`src/rtl/i2cx_pkg.sv`:
```
package i2cx_pkg;
    parameter int unsigned BYTE_W = 8;
    parameter int unsigned DIV_W  = 8;
    parameter int unsigned DLY_W  = 3;
    localparam int unsigned CNT_W = $clog2(BYTE_W + 1);
    localparam int unsigned DC_W  = DLY_W + 1;

    typedef struct packed {
        logic              busy;
        logic [CNT_W-1:0]  cnt;
        logic [BYTE_W-1:0] tsh;
        logic [BYTE_W-1:0] rsh;
        logic [BYTE_W-1:0] tbuf;
        logic              tempty;
        logic [BYTE_W-1:0] rbuf;
        logic              rfull;
        logic              ovr;
        logic              arb;
        logic              arb_pend;
        logic              lost;
        logic              sda_drv;
        logic              pend;
        logic              pend_val;
        logic [DC_W-1:0]   dcnt;
        logic              scl_p;
        logic              sda_p;
        logic              ev_start;
        logic              ev_stop;
        logic              ev_ack;
        logic              ev_nack;
    } eng_t;
endpackage

```
`src/rtl/i2cx_sync.sv`:
```
module i2cx_sync #(
    parameter int unsigned WIDTH  = 2,
    parameter int unsigned STAGES = 2
) (
    input  logic             clk,
    input  logic             rst_n,
    input  logic [WIDTH-1:0] d,
    output logic [WIDTH-1:0] q
);
    logic [STAGES-1:0][WIDTH-1:0] st_d, st_q;

    always_comb begin
        st_d[0] = d;
        for (int i = 1; i < STAGES; i++) st_d[i] = st_q[i-1];
    end

    always_ff @(posedge clk or negedge rst_n) begin
        if (!rst_n) st_q <= '1;
        else        st_q <= st_d;
    end

    assign q = st_q[STAGES-1];
endmodule

```
`src/rtl/i2cx_sclgen.sv`:
```
module i2cx_sclgen #(
    parameter int unsigned DIV_W  = 8,
    parameter int unsigned PULSES = 9
) (
    input  logic             clk,
    input  logic             rst_n,
    input  logic             go,
    input  logic [DIV_W-1:0] div,
    output logic             scl_low
);
    localparam int unsigned HALVES = 2 * PULSES;
    localparam int unsigned HC_W   = $clog2(HALVES + 1);

    logic             run_d, run_q, low_d, low_q;
    logic [HC_W-1:0]  hc_d, hc_q;
    logic [DIV_W-1:0] dc_d, dc_q;

    always_comb begin
        run_d = run_q;
        low_d = low_q;
        hc_d  = hc_q;
        dc_d  = dc_q;
        if (go) begin
            run_d = 1'b1;
            low_d = 1'b0;
            hc_d  = '0;
            dc_d  = '0;
        end else if (run_q) begin
            if (dc_q == div) begin
                dc_d  = '0;
                low_d = ~low_q;
                hc_d  = hc_q + 1'b1;
                if (hc_q == HC_W'(HALVES - 1)) run_d = 1'b0;
            end else begin
                dc_d = dc_q + 1'b1;
            end
        end
    end

    always_ff @(posedge clk or negedge rst_n) begin
        if (!rst_n) begin
            run_q <= 1'b0;
            low_q <= 1'b0;
            hc_q  <= '0;
            dc_q  <= '0;
        end else begin
            run_q <= run_d;
            low_q <= low_d;
            hc_q  <= hc_d;
            dc_q  <= dc_d;
        end
    end

    assign scl_low = low_q;
endmodule

```
`src/rtl/i2c_byte_engine.sv`:
```
module i2c_byte_engine
    import i2cx_pkg::*;
#(
    parameter int unsigned SYNC_STAGES = 2
) (
    input  logic              clk,
    input  logic              rst_n,
    input  logic              master,
    input  logic [DIV_W-1:0]  brg_div,
    input  logic [DLY_W-1:0]  sda_dly_sel,
    input  logic              arb_at_end,
    input  logic              tx_en,
    input  logic              rx_en,
    input  logic              tx_wr,
    input  logic [BYTE_W-1:0] tx_data,
    input  logic              rx_rd,
    input  logic              scl_in,
    input  logic              sda_in,
    output logic              scl_oe,
    output logic              sda_oe,
    output logic              tx_empty,
    output logic              rx_full,
    output logic [BYTE_W-1:0] rx_data,
    output logic              overrun,
    output logic              arb_lost,
    output logic              ev_start,
    output logic              ev_stop,
    output logic              ev_ack,
    output logic              ev_nack
);
    eng_t            d, q;
    logic [1:0]      lines_s;
    logic            scl_s, sda_s, fall, rise, start_ok, go, nv;
    logic [DC_W-1:0] dly_cyc;

    i2cx_sync #(.WIDTH(2), .STAGES(SYNC_STAGES)) u_sync (
        .clk(clk), .rst_n(rst_n), .d({scl_in, sda_in}), .q(lines_s)
    );
    assign scl_s = lines_s[1];
    assign sda_s = lines_s[0];

    i2cx_sclgen #(.DIV_W(DIV_W), .PULSES(BYTE_W + 1)) u_sclgen (
        .clk(clk), .rst_n(rst_n), .go(go), .div(brg_div), .scl_low(scl_oe)
    );

    assign fall     = q.scl_p & ~scl_s;
    assign rise     = ~q.scl_p & scl_s;
    assign start_ok = ~q.busy & tx_en & ~q.tempty & scl_s;
    assign go       = start_ok & master;
    assign dly_cyc  = (sda_dly_sel == '0) ? '0 : DC_W'(sda_dly_sel) + DC_W'(1);

    always_comb begin
        d          = q;
        nv         = 1'b0;
        d.scl_p    = scl_s;
        d.sda_p    = sda_s;
        d.ev_start = q.scl_p & scl_s & q.sda_p & ~sda_s;
        d.ev_stop  = q.scl_p & scl_s & ~q.sda_p & sda_s;
        d.ev_ack   = 1'b0;
        d.ev_nack  = 1'b0;

        if (start_ok) begin
            d.busy     = 1'b1;
            d.cnt      = '0;
            d.tsh      = q.tbuf;
            d.tempty   = 1'b1;
            d.lost     = 1'b0;
            d.arb      = 1'b0;
            d.arb_pend = 1'b0;
        end
        if (tx_wr) begin
            d.tbuf   = tx_data;
            d.tempty = 1'b0;
        end
        if (rx_rd) begin
            d.rfull = 1'b0;
            d.ovr   = 1'b0;
        end

        // delayed data-line update, held while the clock is high
        if (q.pend && !scl_s) begin
            if (q.dcnt <= DC_W'(1)) begin
                d.sda_drv = q.pend_val;
                d.pend    = 1'b0;
            end else begin
                d.dcnt = q.dcnt - 1'b1;
            end
        end

        if (fall) begin
            if (q.busy) begin
                if (q.cnt < CNT_W'(BYTE_W)) begin
                    nv    = ~q.tsh[BYTE_W-1] & ~q.lost;
                    d.tsh = {q.tsh[BYTE_W-2:0], 1'b0};
                end else begin
                    nv = rx_en;
                end
            end
            if (dly_cyc == '0) begin
                d.sda_drv = nv;
                d.pend    = 1'b0;
            end else begin
                d.pend     = 1'b1;
                d.pend_val = nv;
                d.dcnt     = dly_cyc;
            end
        end

        if (rise && q.busy) begin
            if (q.cnt < CNT_W'(BYTE_W)) begin
                d.rsh = {q.rsh[BYTE_W-2:0], sda_s};
                if (!q.sda_drv && !q.lost && !sda_s) begin
                    d.lost = 1'b1;
                    if (arb_at_end) d.arb_pend = 1'b1;
                    else            d.arb      = 1'b1;
                end
                if (q.cnt == CNT_W'(BYTE_W - 1) && rx_en) begin
                    if (q.rfull) begin
                        d.ovr = 1'b1;
                    end else begin
                        d.rbuf  = {q.rsh[BYTE_W-2:0], sda_s};
                        d.rfull = 1'b1;
                    end
                end
                d.cnt = q.cnt + 1'b1;
            end else begin
                d.ev_ack  = ~sda_s;
                d.ev_nack = sda_s;
                d.busy    = 1'b0;
                if (q.arb_pend) d.arb = 1'b1;
            end
        end
    end

    always_ff @(posedge clk or negedge rst_n) begin
        if (!rst_n) begin
            q        <= '0;
            q.tempty <= 1'b1;
            q.scl_p  <= 1'b1;
            q.sda_p  <= 1'b1;
        end else begin
            q <= d;
        end
    end

    assign sda_oe   = q.sda_drv;
    assign tx_empty = q.tempty;
    assign rx_full  = q.rfull;
    assign rx_data  = q.rbuf;
    assign overrun  = q.ovr;
    assign arb_lost = q.arb;
    assign ev_start = q.ev_start;
    assign ev_stop  = q.ev_stop;
    assign ev_ack   = q.ev_ack;
    assign ev_nack  = q.ev_nack;

    AST_START_COND: assert property (@(posedge clk) disable iff (!rst_n)
        $rose(q.busy) |-> $past(tx_en && !q.tempty && scl_s))
        else $error("frame started without its conditions");
    AST_SDA_SCL_LOW: assert property (@(posedge clk) disable iff (!rst_n)
        !$stable(q.sda_drv) |-> $past(!scl_s))
        else $error("data drive changed with clock high");
    AST_RX_NEEDS_EN: assert property (@(posedge clk) disable iff (!rst_n)
        $rose(q.rfull) |-> $past(rx_en))
        else $error("byte stored without receive enable");
    AST_ACK_AT_END: assert property (@(posedge clk) disable iff (!rst_n)
        (q.ev_ack || q.ev_nack) |-> (!q.busy && $past(q.busy)))
        else $error("acknowledge event outside frame end");
    AST_OVR_HOLD: assert property (@(posedge clk) disable iff (!rst_n)
        $rose(q.ovr) |-> ($stable(q.rbuf) && q.rfull))
        else $error("overrun changed the stored byte");
endmodule

```
`config.mk`:
```
export PLATFORM = sky130hd
export DESIGN_NAME = i2c_byte_engine
export DESIGN_NICKNAME = d
export VERILOG_FILES = /design/src/rtl/i2cx_pkg.sv /design/src/rtl/i2cx_sync.sv /design/src/rtl/i2cx_sclgen.sv /design/src/rtl/i2c_byte_engine.sv
export SDC_FILE = /design/constraint.sdc
export NUM_CORES = 1
export LEC_CHECK = 0
export CAP_MARGIN = 20
export CORE_MARGIN = 3
export CORE_UTILIZATION = 55
export DETAILED_ROUTE_END_ITERATION = 10
export PLACE_DENSITY = 0.88
export RECOVER_POWER = 100
export SLEW_MARGIN = 30
export SYNTH_ARGS = -nofsm -noshare
export SYNTH_HDL_FRONTEND = slang
export SYNTH_SLANG_ARGS = --single-unit
export TNS_END_PERCENT = 50
```
`constraint.sdc`:
```
create_clock -name clk -period 3.2 [get_ports clk]
set_input_delay 0.48 -clock clk [delete_from_list [all_inputs] [get_ports clk]]
set_output_delay 0.48 -clock clk [all_outputs]
set_load 0.03 [all_outputs]
```
==> flow_summary_export.csv <==
group,metric,value,unit
floorplan,die_y,85.25,um
routing,first_iter_violations,172,
layout,final_common_cell,"dfrtp_1",
routing,firstDrtPassIters,4,
synthesis,synth_ff_type,"dfrtp_1",
synthesis,synth_xor_xnor_area_share,3.803,%
sta,rsz0062_at_grt,"false",
layout,multi_input_area,1438,um^2
power_and_ir_drop,vdd_drop_max,0.4306,mV
synthesis,yosys.area_share.simple,18.15,%
routing,wl_per_cell,14.95,um
synthesis,async_flop_share,100.0,%
cts,clock_latency,0.34,ns
cts,postCtsSetupBuffers,0,
cts,cts_hold_buf,0,
sta,fin_worst_skew,0.005461,ns
sta,hold_viol_final,0,
worst_setup_path,endpoint_kind,"flip-flop",
cts,cts_resized,0,
placement,dpl_cell_area,3915,um^2
floorplan,core,5991,um^2
floorplan,start_util,57.66,%
grt,grt_max_degree,75,
grt,grt-ovfl-total,0,
synthesis,syn-instance-count,315,
cts,cts-root-buf,"clkbuf_8",
routing,num_vias,2499,
cts,htree_levels,3,
layout,num-fill-cells,481,
layout,layout-drive-gt1-share,11.02,%
synthesis,avgSynthCellArea,10.97,um^2
routing,viasPerCell,5.705,
grt,grt_pass1_wl,11.18,mm
routing,drcViolationCount,0,
sta,setup_slack,0.6950,ns
floorplan,die-area,7268,um^2
synthesis,synth.cell_area,3455,um^2
sta,worstMarginPinSlew,1.299,ns
synthesis,ys_types,48,
sta,max_slew_margin,13.38,%
sta,slew_violations,0,
routing,drtAntennaViolNets,0,
worst_setup_path,crit_type,"reg -> reg",
cts,cts-buffers-inserted,9,
floorplan,die_w,85.25,um
job,cap_viol_max_count,0,
sta,fin_tns_setup,0,ns
floorplan,pin_count,47,
worst_setup_path,critPathMaxFanout,12,
floorplan,placementRows,28,
synthesis,synth_edf_count,0,
worst_setup_path,crit_arrival,2.73,ns
layout,final-instance-count-excl-fill,438,
sta,fin_crit,2.505,ns
cts,clkSlewWorstSetupHoldPaths,0.07,ns
layout,stdcell_area,4080,um^2
worst_setup_path,critPathRequiredTime,3.43,ns
grt,antenna_found_initial,0,
placement,dp_hpwl,4.595,mm
sta,fmax,0.3992,GHz
synthesis,synth_fa_ha_area_share,2.898,%
sta,finalSetupViolations,0,
synthesis,ys_seq_elements,74,
placement,place_congestion,0.8483,
power_and_ir_drop,power_per_cell_area,692.0,nW/um^2
layout,fin_nets,395,
layout,diodes,0,
cts,clock-sinks,74,
worst_setup_path,startpoint_type,"flip-flop",
placement,place_inst,421,
layout,area_growth,18.11,%
placement,portBuffers,46,
outcome,outcome,"finished clean",
layout,post-route-util,68.11,%
synthesis,synth_top_family_by_area,"simple AND/OR/NAND/NOR gates",
power_and_ir_drop,leakagePower,1.826,nW
cts,cts_buffer_depth,2,
cts,cts_tree,"yes",
power_and_ir_drop,p_total,2.823,mW
layout,final_cell_mix,"dfrtp_1, nand2_1, clkdlybuf4s50_1, dlygate4sd3_1",
min_path,hold_class,"in -> async",
synthesis,synth.area.mux_share,9.272,%
grt,grt_pass1_vias,2469,
synthesis,synth_compound_area_share,7.823,%
synthesis,syn-num-nets,352,
synthesis,ys_warn_count,0,
routing,routed_wirelength,6.548,mm
grt,groute.usage.overall,19.44,%
sta,hold_slack,0.3586,ns
layout,regArea,1861,um^2
synthesis,ys_seq_area_share,53.86,%
sta,final.period_utilization,78.28,%
placement,preCtsSetupSlack,0.7765,ns
[final cells by class]
type | instances | area share, %
Sequential cell | 74 | 45.60
Multi-Input combinational cell | 213 | 35.23
Timing Repair Buffer | 49 | 11.56
Clock buffer | 14 | 3.987
Tap cell | 75 | 2.300
Inverter | 11 | 1.012
Clock inverter | 2 | 0.3067
[report_power, final]
part / internal (mW) / leakage [nW] / total, mW / switching (mW)
Sequential: 1.19 / 0.935 / 1.42 / 0.233
Combinational: 0.347 / 0.804 / 0.753 / 0.406
Clock: 0.324 / 0.0867 / 0.650 / 0.326
[sequential cells by signal, indices dropped and copies added, names as in the netlist]
signal,flops
ev_nack,1
ev_start,1
u_sclgen.dc_q,8
tx_empty,1
rx_full,1
u_sync.q,2
u_sclgen.hc_q,5
ev_ack,1
arb_lost,1
u_sync.st_d,2
overrun,1
u_sclgen.run_q,1
q,38
u_sclgen.scl_low,1
ev_stop,1
rx_data,8
sda_oe,1
[kinds of logic after synthesis]
family,Yosys count
compound gates,42
xor+xnor,15
fa+ha+maj,8
buf+inv,28
flops,74
mux,30
simple gates,118
[per-layer routing]
layer / track usage [%] / routed length [um] / share of wire, %
met1: 23.96 / 2699 / 41
met5: 0 / 0 / 0
met3: 4.660 / 300 / 4.6
met2: 33.33 / 3448 / 53
met4: 6.906 / 99 / 1.5
[synth_stat cells (2+ instances only)]
cell / n / share of area, %
a21oi_1: 7 / 1.0
and2_1: 2 / 0.36
and2b_1: 2 / 0.43
and4bb_2: 2 / 0.72
buf_2: 2 / 0.29
buf_4: 8 / 1.7
clkbuf_1: 6 / 0.65
dfrtp_1: 67 / 49
dfstp_2: 7 / 5.3
ha_1: 8 / 2.9
inv_1: 11 / 1.2
mux2_2: 16 / 5.2
mux2i_1: 14 / 4.1
nand2_1: 54 / 5.9
nand2b_1: 8 / 1.4
nand3_1: 7 / 1.0
nand4_1: 9 / 1.6
nor2_1: 8 / 0.87
nor2b_1: 2 / 0.36
nor3_1: 6 / 0.87
nor3b_1: 5 / 1.1
o21ai_0: 14 / 2.0
o21ai_1: 2 / 0.29
o21bai_1: 2 / 0.43
o311ai_0: 2 / 0.51
o31ai_1: 6 / 1.3
o41ai_1: 2 / 0.51
or4_1: 3 / 0.65
xnor2_1: 10 / 2.5
xor2_1: 5 / 1.3
[worst max-delay path, cell delays in order (launching register included)]
cell,delay [ns]
dfstp_1,0.70
and4bb_1,0.49
nand4_1,0.20
nor2_1,0.59
mux2_2,0.41
[worst paths after layout]
path,from,endpoint,slack (ns),depth (start not counted)
min in group clk,u_sync.st_d[2],u_sync.q[0],0.36,0
min reg2reg,u_sync.st_d[2],u_sync.q[0],0.36,0
max in group asynchronous,rst_n,q[11],1.02,3
min,rst_n,u_sclgen.hc_q[4],0.36,2
max reg2reg,u_sync.q[1],rx_data[7],0.70,4
max,u_sync.q[1],rx_data[7],0.70,4
Note: power is estimated with default switching activity, not from simulation.
